**src/rtl/inv_fire_pkg.sv**
```systemverilog
package inv_fire_pkg;

    // Which inverter half is currently selected
    typedef enum logic {
        HALF_A = 1'b0,
        HALF_B = 1'b1
    } half_e;

    // Timer status flags seen by the advance qualifier
    typedef struct packed {
        logic min_ok;   // shortest safe period has elapsed
        logic max_to;   // longest safe period has elapsed
    } per_stat_t;

    function automatic logic [1:0] half_mask(input half_e h);
        return (h == HALF_B) ? 2'b10 : 2'b01;
    endfunction

    function automatic half_e half_flip(input half_e h);
        return (h == HALF_A) ? HALF_B : HALF_A;
    endfunction

endpackage

```
**src/rtl/ifs_period_timer.sv**
```systemverilog
module ifs_period_timer
    import inv_fire_pkg::*;
#(
    parameter int MIN_CYC = 6,
    parameter int MAX_CYC = 20
) (
    input  logic      clk,
    input  logic      rst,
    input  logic      clear,
    input  logic      restart,
    output per_stat_t stat
);
    localparam int CW = $clog2(MAX_CYC + 1);
    localparam logic [CW-1:0] MIN_V = CW'(MIN_CYC);
    localparam logic [CW-1:0] MAX_V = CW'(MAX_CYC);

    logic [CW-1:0] cnt;

    // Counts cycles since the last toggle; 0 after rest, saturates at MAX.
    always_ff @(posedge clk) begin
        if (rst || clear)
            cnt <= '0;
        else if (restart)
            cnt <= CW'(1);
        else if (cnt < MAX_V)
            cnt <= cnt + CW'(1);
    end

    always_comb begin
        stat.min_ok = (cnt >= MIN_V);
        stat.max_to = (cnt >= MAX_V);
    end

    AST_TMR_ORDER: assert property (@(posedge clk) disable iff (rst)
        stat.max_to |-> stat.min_ok)
        else $error("max timeout without min clearance");
endmodule

```
**src/rtl/ifs_advance_gate.sv**
```systemverilog
module ifs_advance_gate
    import inv_fire_pkg::*;
(
    input  logic      clk,
    input  logic      rst,
    input  logic      inhibit,
    input  logic      trig,
    input  logic      sense,
    input  per_stat_t stat,
    output logic      advance
);
    logic pend_q;
    logic run_q;
    logic trig_any;
    logic release_ok;

    always_comb begin
        trig_any   = trig | pend_q;
        // turn-off sense counts only once the sequencer is running
        release_ok = (sense & run_q) | stat.max_to;
        advance    = trig_any & stat.min_ok & release_ok & ~inhibit;
    end

    always_ff @(posedge clk) begin
        if (rst || inhibit) begin
            pend_q <= 1'b0;
            run_q  <= 1'b0;
        end else if (advance) begin
            pend_q <= 1'b0;
            run_q  <= 1'b1;
        end else if (trig) begin
            pend_q <= 1'b1;
        end
    end

    AST_PEND_KEPT: assert property (@(posedge clk) disable iff (rst)
        (trig && !advance && !inhibit) |=> pend_q)
        else $error("trigger lost before qualification");
endmodule

```
**src/rtl/ifs_pulse_gen.sv**
```systemverilog
module ifs_pulse_gen
    import inv_fire_pkg::*;
#(
    parameter int PULSE_W = 3
) (
    input  logic       clk,
    input  logic       rst,
    input  logic       kill,
    input  logic       fire_now,
    input  half_e      half_in,
    output logic [1:0] fire
);
    localparam int PW = $clog2(PULSE_W + 1);

    logic [PW-1:0] left_q;
    half_e         half_q;

    always_ff @(posedge clk) begin
        if (rst || kill) begin
            left_q <= '0;
            half_q <= HALF_A;
        end else if (fire_now) begin
            left_q <= PW'(PULSE_W);
            half_q <= half_in;
        end else if (left_q != '0) begin
            left_q <= left_q - PW'(1);
        end
    end

    assign fire = ((left_q != '0) && !kill) ? half_mask(half_q) : 2'b00;

    AST_PULSE_START: assert property (@(posedge clk) disable iff (rst)
        (fire_now && !kill) |=> (fire != 2'b00) || kill)
        else $error("pulse did not start");
endmodule

```
**src/rtl/inv_fire_seq.sv**
```systemverilog
module inv_fire_seq
    import inv_fire_pkg::*;
#(
    parameter int MIN_CYC = 6,   // shortest period in cycles, >= 2
    parameter int MAX_CYC = 20,  // longest period in cycles, > MIN_CYC
    parameter int PULSE_W = 3    // firing pulse width, <= MIN_CYC
) (
    input  logic       clk,
    input  logic       rst,
    input  logic       integ_trig,
    input  logic       off_sense,
    input  logic       inhibit,
    input  logic       pair2_en,
    output logic [1:0] fire_p1,
    output logic [1:0] fire_p2,
    output logic       phase
);
    localparam int GW = $clog2(MAX_CYC + 1);

    per_stat_t stat;
    logic      advance;
    half_e     phase_q;

    ifs_period_timer #(.MIN_CYC(MIN_CYC), .MAX_CYC(MAX_CYC)) i_timer (
        .clk     (clk),
        .rst     (rst),
        .clear   (inhibit),
        .restart (advance),
        .stat    (stat)
    );

    ifs_advance_gate i_gate (
        .clk     (clk),
        .rst     (rst),
        .inhibit (inhibit),
        .trig    (integ_trig),
        .sense   (off_sense),
        .stat    (stat),
        .advance (advance)
    );

    ifs_pulse_gen #(.PULSE_W(PULSE_W)) i_pulse (
        .clk      (clk),
        .rst      (rst),
        .kill     (inhibit),
        .fire_now (advance),
        .half_in  (half_flip(phase_q)),
        .fire     (fire_p1)
    );

    always_ff @(posedge clk) begin
        if (rst)
            phase_q <= HALF_A;
        else if (advance)
            phase_q <= half_flip(phase_q);
    end

    assign phase   = phase_q;
    assign fire_p2 = pair2_en ? fire_p1 : 2'b00;

    // Independent spacing observer built from the phase output alone
    logic          ph_seen;
    logic [GW-1:0] gap;
    logic          fresh;
    logic          flipped;

    assign flipped = (phase != ph_seen);

    always_ff @(posedge clk) begin
        if (rst) begin
            ph_seen <= 1'b0;
            gap     <= '0;
            fresh   <= 1'b1;
        end else begin
            ph_seen <= phase;
            if (inhibit) begin
                gap   <= '0;
                fresh <= 1'b1;
            end else begin
                if (flipped)
                    gap <= GW'(2);
                else if (gap < GW'(MAX_CYC))
                    gap <= gap + GW'(1);
                if (flipped)
                    fresh <= 1'b0;
            end
        end
    end

    AST_MIN_GAP: assert property (@(posedge clk) disable iff (rst)
        flipped |-> ($past(gap) >= GW'(MIN_CYC)))
        else $error("toggles closer than minimum period");

    AST_SLOW_START: assert property (@(posedge clk) disable iff (rst)
        (flipped && $past(fresh)) |-> ($past(gap) >= GW'(MAX_CYC)))
        else $error("first toggle after rest too early");

    AST_FLIP_PULSE: assert property (@(posedge clk) disable iff (rst)
        (flipped && !inhibit) |-> (fire_p1 == half_mask(phase_q)))
        else $error("toggle without pulse on new half");

    AST_INHIBIT_HOLD: assert property (@(posedge clk) disable iff (rst)
        inhibit |=> $stable(phase))
        else $error("phase moved under inhibit");

    AST_HALF_EXCL: assert property (@(posedge clk) disable iff (rst)
        $onehot0(fire_p1))
        else $error("both halves fired");

    AST_PAIR2_FOLLOW: assert property (@(posedge clk) disable iff (rst)
        (fire_p2 != 2'b00) |-> (pair2_en && fire_p2 == fire_p1))
        else $error("second pair fired on its own");
endmodule

```
**config.mk**
```make
export PLATFORM = sky130hd
export DESIGN_NAME = inv_fire_seq
export DESIGN_NICKNAME = d
export VERILOG_FILES = /design/src/rtl/inv_fire_pkg.sv /design/src/rtl/ifs_period_timer.sv /design/src/rtl/ifs_advance_gate.sv /design/src/rtl/ifs_pulse_gen.sv /design/src/rtl/inv_fire_seq.sv
export SDC_FILE = /design/constraint.sdc
export NUM_CORES = 1
export LEC_CHECK = 0
export CAP_MARGIN = 5
export CORE_UTILIZATION = 40
export CTS_CLUSTER_DIAMETER = 50
export CTS_CLUSTER_SIZE = 25
export DETAILED_ROUTE_END_ITERATION = 10
export GPL_TIMING_DRIVEN = 0
export SLEW_MARGIN = 5
export SYNTH_ARGS = -nofsm -noshare
export SYNTH_HDL_FRONTEND = slang
export SYNTH_SLANG_ARGS = --single-unit
export TNS_END_PERCENT = 5
```
**constraint.sdc**
```tcl
create_clock -name clk -period 2 [get_ports clk]
set_input_delay 0.3 -clock clk [delete_from_list [all_inputs] [get_ports clk]]
set_output_delay 0.3 -clock clk [all_outputs]
set_load 0.01 [all_outputs]
```
==> results.sh, run 1 <==
export IMPL_cts_resized=6
export IMPL_wirelength_mm=1.00
export IMPL_numCtsBuffers=3
export IMPL_peakVddDrop_uv=437
export IMPL_final_nets=82
export IMPL_grt_usage=0.147
export IMPL_cp_slowest_cell="clkdlybuf4s50_1"
export IMPL_drc=0
export IMPL_synth_top_area_frac=0.394
export IMPL_hold_class="flop to flop"
export IMPL_grt_pass1_wl_mm=1.46
export IMPL_synth_area_um2=559
export IMPL_clkPwrFrac=0.367
export IMPL_die_w_um=39.4
export IMPL_ant_nets=0
export IMPL_grt_overflow=0
export IMPL_finalHoldViolCount=0
export IMPL_yosysMostFrequentCell="dfxtp_1"
export IMPL_post_place_cells=83
export IMPL_cts_setup_buffers=0
export IMPL_dieArea_um2=1550
export IMPL_antenna_found_initial=0
export IMPL_synthToLayoutAreaGrowth_pct=28.2
export IMPL_async_flop_share=0
export IMPL_intPower_uw=310
export IMPL_die_y_um=39.4
export IMPL_cts_buffer_depth=2
export IMPL_start_util=0.430
export IMPL_netlist_instances=58
export IMPL_dr_total_vias=440
export IMPL_drt_pre_antenna_iters=4
export IMPL_cts_sinks=11
export IMPL_drive_gt1_frac=0.167
export IMPL_endpoint_kind="primary output"
export IMPL_clk_pin_slew_ns=0.07
export IMPL_hpwlAfterDp_um=772
export IMPL_tightest_slew_ns=0.493
export IMPL_cts_hold_buf=0
export IMPL_dpl_worst_slack_ns=-0.0843
export IMPL_wire_per_inst_um=11.5
export IMPL_portBuffers=10
export IMPL_layout_worst_path_cycle_share=0.939
export IMPL_start_kind="flop"
export IMPL_ys_types=27
export IMPL_cts_htree_levels=1
export IMPL_rrSetupSlack_ns=0.33
export IMPL_crit_type="flop to primary output"
export IMPL_core_area_um2=1300
export IMPL_slowest_delay_ns=0.56
export IMPL_rows=13
export IMPL_grt_pass1_vias=359
export IMPL_p_comb_frac=0.067
export IMPL_synth_edf_count=0
export IMPL_pwr_density_cell_nw_per_um2=552
export IMPL_via_per_inst=5.06
export IMPL_grt_max_degree=11
export IMPL_worstPathCellList="inv_1 -> ha_2 -> nor3_2 -> clkdlybuf4s50_1"
export IMPL_ys_seq_area_frac=0.394
export IMPL_maxSlewViolCount=0
export IMPL_fin_ws_ns=0.123
export IMPL_pwr_share_seq=0.567
export IMPL_synth_area_top_cells="dfxtp_1 (39%), ha_1 (6.7%), o21a_1 (5.4%)"
export IMPL_root_buffer="clkbuf_4"
export IMPL_syn_nets=67
export IMPL_grt_setup_unrepaired="no"
export IMPL_setup_viol_count_final=0
export IMPL_gp_congestion=0.705
export IMPL_sw_frac_of_total=0.218
export IMPL_io_pins=11
export IMPL_post_synth_top_area_cell="dfxtp_1"
export IMPL_layoutNonFillerInstCount=87
export IMPL_power_net_switching_uw=86.3
export IMPL_critical_path_required_ns=1.70
export IMPL_worst_slew_margin_rel=0.671
export IMPL_drt_iter0_markers=15
export IMPL_insertion_delay_ns=0.26
export IMPL_yosysWarnings=0
export IMPL_period_minus_slack_ns=1.88
export IMPL_ys_flop_type="dfxtp_1"
export IMPL_syn_avg_cell_area_um2=9.64
export IMPL_worstPathMaxFanout=4
export IMPL_cp_data_arrival_time_ns=1.58
export IMPL_cts_tree="yes"
export IMPL_finalClockSkew_ns=0.00850
export IMPL_fmax_mhz=533
export IMPL_p_leak_nw=0.317
export IMPL_yosys_top_cells_count="dfxtp_1 (11), nor2_1 (6), nor3_1 (4), o21a_1 (4)"
export IMPL_run_status="finished clean"
export IMPL_antenna_cells=0
export IMPL_fillers=134
export IMPL_cap_violations=0
export IMPL_postSynthRegisterBits=11
## cell usage in the layout, fill, tap and decap left out
cell type / n
a2111oi_1: 1
a21oi_1: 1
a221oi_1: 1
a221oi_4: 1
a22oi_1: 1
a31oi_1: 1
and2_1: 3
clkbuf_1: 1
clkbuf_4: 3
clkdlybuf4s50_1: 6
clkinv_2: 1
dfxtp_1: 11
dlygate4sd2_1: 3
dlymetal6s2s_1: 1
ha_1: 2
ha_2: 1
inv_1: 3
mux2_4: 1
mux2i_1: 1
nand2_1: 3
nand2b_1: 1
nand4b_1: 1
nor2_1: 6
nor3_1: 3
nor3_2: 1
nor3b_2: 1
nor4_1: 1
o21a_1: 4
o21ai_2: 2
o21bai_1: 1
o2bb2ai_1: 1
or2_2: 1
xnor2_1: 2
xor2_1: 1
## worst paths after layout
kind | from | to | cells after the start
setup reg to reg | i_timer.cnt[1] | i_pulse.half_q | 4
hold / removal | i_gate.run_q | i_gate.run_q | 1
hold reg to reg | i_gate.run_q | i_gate.run_q | 1
setup / recovery | i_pulse.left_q[0] | fire_p1[0] | 4
## flip-flops by register name, indices dropped and copies added, names as in the netlist
signal,count
i_pulse.half_q,1
i_timer.cnt,5
phase,1
i_pulse.left_q,2
i_gate.pend_q,1
i_gate.run_q,1
## power groups by stage
stage	logic, mW	registers [mW]	clock network, mW
final	0.0264	0.224	0.145
after global placement	0.0264	0.229	0
after floorplan	0.0124	0.229	0
after global routing	0.0293	0.225	0.163
after CTS	0.0266	0.224	0.154
after detailed placement	0.0266	0.230	0
## critical path, delay by kind of cell (launching register included)
kind	cells	cell delay, ns
flops	1	0.34
fa+ha+maj	1	0.22
simple gates	1	0.14
buf+inv	2	0.61
## cell type report
| cell class | instances | area (um2) | area share |
|---|---|---|---|
| Multi-Input combinational cell | 43 | 337 | 0.469 |
| Sequential cell | 11 | 220 | 0.307 |
| Timing Repair Buffer | 10 | 98.8 | 0.138 |
| Clock buffer | 3 | 22.5 | 0.0314 |
| Tap cell | 15 | 18.8 | 0.0262 |
| Inverter | 3 | 11.3 | 0.0157 |
| Clock inverter | 1 | 5.00 | 0.00698 |
| Buffer | 1 | 3.75 | 0.00524 |
## cells by family after synthesis
| family | synth area share |
|---|---|
| AND/OR/NAND/NOR | 0.192 |
| AO/OA/AOI/OAI | 0.228 |
| multiplexers | 0.0447 |
| flip-flops | 0.394 |
| XOR/XNOR | 0.0470 |
| buffers and inverters | 0.0268 |
| adder cells (fa/ha/maj) | 0.0671 |
## layer usage
layer  GRT usage  vias to the layer above  wire length [um]
li1            -                      239                 -
met1       0.194                      192               557
met2       0.208                        9               399
met3      0.0852                        0                45
met4      0.0259                        0                 0
met5           0                        -                 0
## stage by stage
step	total power, mW	setup TNS (ns)	instance area, um2	hold slack (ns)	util
floorplan	0.241	0	559	0.441	-
global placement	0.256	-0.0850	678	0.447	0.521
detailed placement	0.256	-0.122	678	0.459	0.521
CTS	0.405	0	714	0.478	0.549
global route	0.417	0	717	0.505	0.551
finish	0.396	0	717	0.479	0.551
No activity file was read; power rests on OpenSTA's default activity.
==> run 2, diff against run 1 <==
Settings changed: SETUP_SLACK_MARGIN set to 0.1.
==> run 2 against run 1 <==
  * Core utilization is 0.096 points lower
  * Non-clock buffer count stayed put
  * Setup slack better by 0.11 ns
  * Die area stayed put
  * Combinational power hardly changed
  * Critical endpoint is now fire_p2[1]
  * Largest cell class unchanged
  * Highest routed layer unchanged
==> results.sh, run 2 (synthesis gave the netlist of run 1 again) <==
export IMPL_run_status="finished clean"
export IMPL_crit_type="flop to primary output"
export IMPL_fmax_mhz=567
export IMPL_via_per_inst=5.05
export IMPL_drive_gt1_frac=0.167
export IMPL_cp_data_arrival_time_ns=1.46
export IMPL_ant_nets=0
export IMPL_grt_pass1_vias=359
export IMPL_rows=13
export IMPL_cts_setup_buffers=0
export IMPL_finalCoreUtilization=0.550
export IMPL_drc=0
export IMPL_drt_pre_antenna_iters=4
export IMPL_antenna_cells=0
export IMPL_grt_pass1_wl_mm=1.46
export IMPL_clk_pin_slew_ns=0.07
export IMPL_peakVddDrop_uv=437
export IMPL_finalHoldViolCount=0
export IMPL_antenna_found_initial=0
export IMPL_dpl_worst_slack_ns=-0.0843
export IMPL_grt_overflow=0
export IMPL_sw_frac_of_total=0.218
export IMPL_final_common_cell="dfxtp_1"
export IMPL_gp_congestion=0.705
export IMPL_pwr_density_cell_nw_per_um2=553
export IMPL_insertion_delay_ns=0.26
export IMPL_dieArea_um2=1550
export IMPL_wirelength_mm=1.00
export IMPL_drt_iter0_markers=15
export IMPL_cts_tree="yes"
export IMPL_die_w_um=39.4
export IMPL_grt_setup_unrepaired="no"
export IMPL_numCtsBuffers=3
export IMPL_layout_worst_path_cycle_share=0.882
export IMPL_cap_violations=0
export IMPL_start_util=0.430
export IMPL_p_comb_frac=0.067
export IMPL_start_kind="flop"
export IMPL_final_nets=82
export IMPL_cts_buffer_depth=2
export IMPL_largest_register_ffs=5
export IMPL_intPower_uw=310
export IMPL_root_buffer="clkbuf_4"
export IMPL_final_cell_mix="dfxtp_1 (11), nor2_1 (6), clkdlybuf4s50_1 (5)"
export IMPL_worst_slew_margin_rel=0.671
export IMPL_core_area_um2=1300
export IMPL_wire_per_inst_um=11.5
export IMPL_fin_ws_ns=0.235
export IMPL_synthToLayoutAreaGrowth_pct=28.0
export IMPL_endpoint_kind="primary output"
export IMPL_die_y_um=39.4
export IMPL_tns_ns=0
export IMPL_cts_resized=7
export IMPL_grt_max_degree=11
export IMPL_period_minus_slack_ns=1.76
export IMPL_hold_class="flop to flop"
export IMPL_fillers=135
export IMPL_power_net_switching_uw=86.3
export IMPL_cts_htree_levels=1
export IMPL_dr_total_vias=439
export IMPL_grt_usage=0.147
export IMPL_pwr_share_seq=0.567
export IMPL_top_regs="i_timer.cnt: 5 flops, i_pulse.left_q: 2 flops"
export IMPL_maxSlewViolCount=0
export IMPL_portBuffers=10
export IMPL_setup_viol_count_final=0
export IMPL_cts_hold_buf=0
export IMPL_io_pins=11
export IMPL_clkPwrFrac=0.366
export IMPL_critical_path_required_ns=1.70
export IMPL_top_register="i_timer.cnt"
export IMPL_p_leak_nw=0.321
export IMPL_cts_sinks=11
export IMPL_finalClockSkew_ns=0.00855
export IMPL_tightest_slew_ns=0.493
export IMPL_worstPathMaxFanout=4
export IMPL_hpwlAfterDp_um=772
==> run 2: cell count changes in the layout (fill, tap and decap cells not counted), sizes merged <==
cell | before | now
clkdlybuf4s50 | 6 | 5
dlygate4sd2 | 3 | 4
==> run 2: cell type report <==
| cell class | instances | area (um2) | area share |
|---|---|---|---|
| Buffer | 1 | 3.75 | 0.00524 |
| Tap cell | 15 | 18.8 | 0.0262 |
| Clock buffer | 3 | 22.5 | 0.0315 |
| Multi-Input combinational cell | 43 | 337 | 0.470 |
| Inverter | 3 | 11.3 | 0.0157 |
| Timing Repair Buffer | 10 | 97.6 | 0.136 |
| Sequential cell | 11 | 220 | 0.308 |
| Clock inverter | 1 | 5.00 | 0.00699 |
==> run 2: power by group through the flow <==
| stage | Sequential [mW] | Combinational [mW] | Clock (mW) |
|---|---|---|---|
| finish | 0.224 | 0.0264 | 0.145 |
| CTS | 0.224 | 0.0266 | 0.154 |
| global route | 0.225 | 0.0293 | 0.163 |
| global placement | 0.229 | 0.0264 | 0 |
| floorplan | 0.229 | 0.0124 | 0 |
| detailed placement | 0.230 | 0.0266 | 0 |
==> run 2: worst paths after layout <==
path | endpoint | from | slack, ns | cells past startpoint
worst max register to register | i_pulse.half_q | i_timer.cnt[1] | 0.33 | 4
worst min register to register | i_gate.run_q | i_gate.run_q | 0.48 | 1
worst max-delay path | fire_p2[1] | i_pulse.left_q[0] | 0.24 | 5
worst min-delay path | i_gate.run_q | i_gate.run_q | 0.48 | 1
==> run 2: stage by stage <==
stage          area (um2)  power [mW]  instances  hold WS (ns)
2_1_floorplan         559       0.241         58         0.441
3_3_place_gp          678       0.256         83         0.447
3_5_place_dp          678       0.256         83         0.459
4_1_cts               713       0.405         87         0.478
5_1_grt               716       0.417         87         0.505
6_report              716       0.396         87         0.478
==> run 2: per-layer routing <==
layer	track usage	part of all wire	vias up
li1	-	-	237
met1	0.194	0.55	193
met2	0.208	0.41	9
met3	0.0852	0.045	0
met4	0.0259	0	0
met5	0	0	-
==> run 2: critical path, stage by stage (launching register included) <==
cell and delay, ns:
dfxtp_1 0.34, inv_1 0.05, ha_2 0.22, nor3b_2 0.18, and2_1 0.14, dlygate4sd2_1 0.27
==> run 3, diff against run 2 <==
Settings changed: SETUP_SLACK_MARGIN 0.1 to not set.
==> results of run 3 <==
Final layout, timing and power as in run 1 (identical DEF).
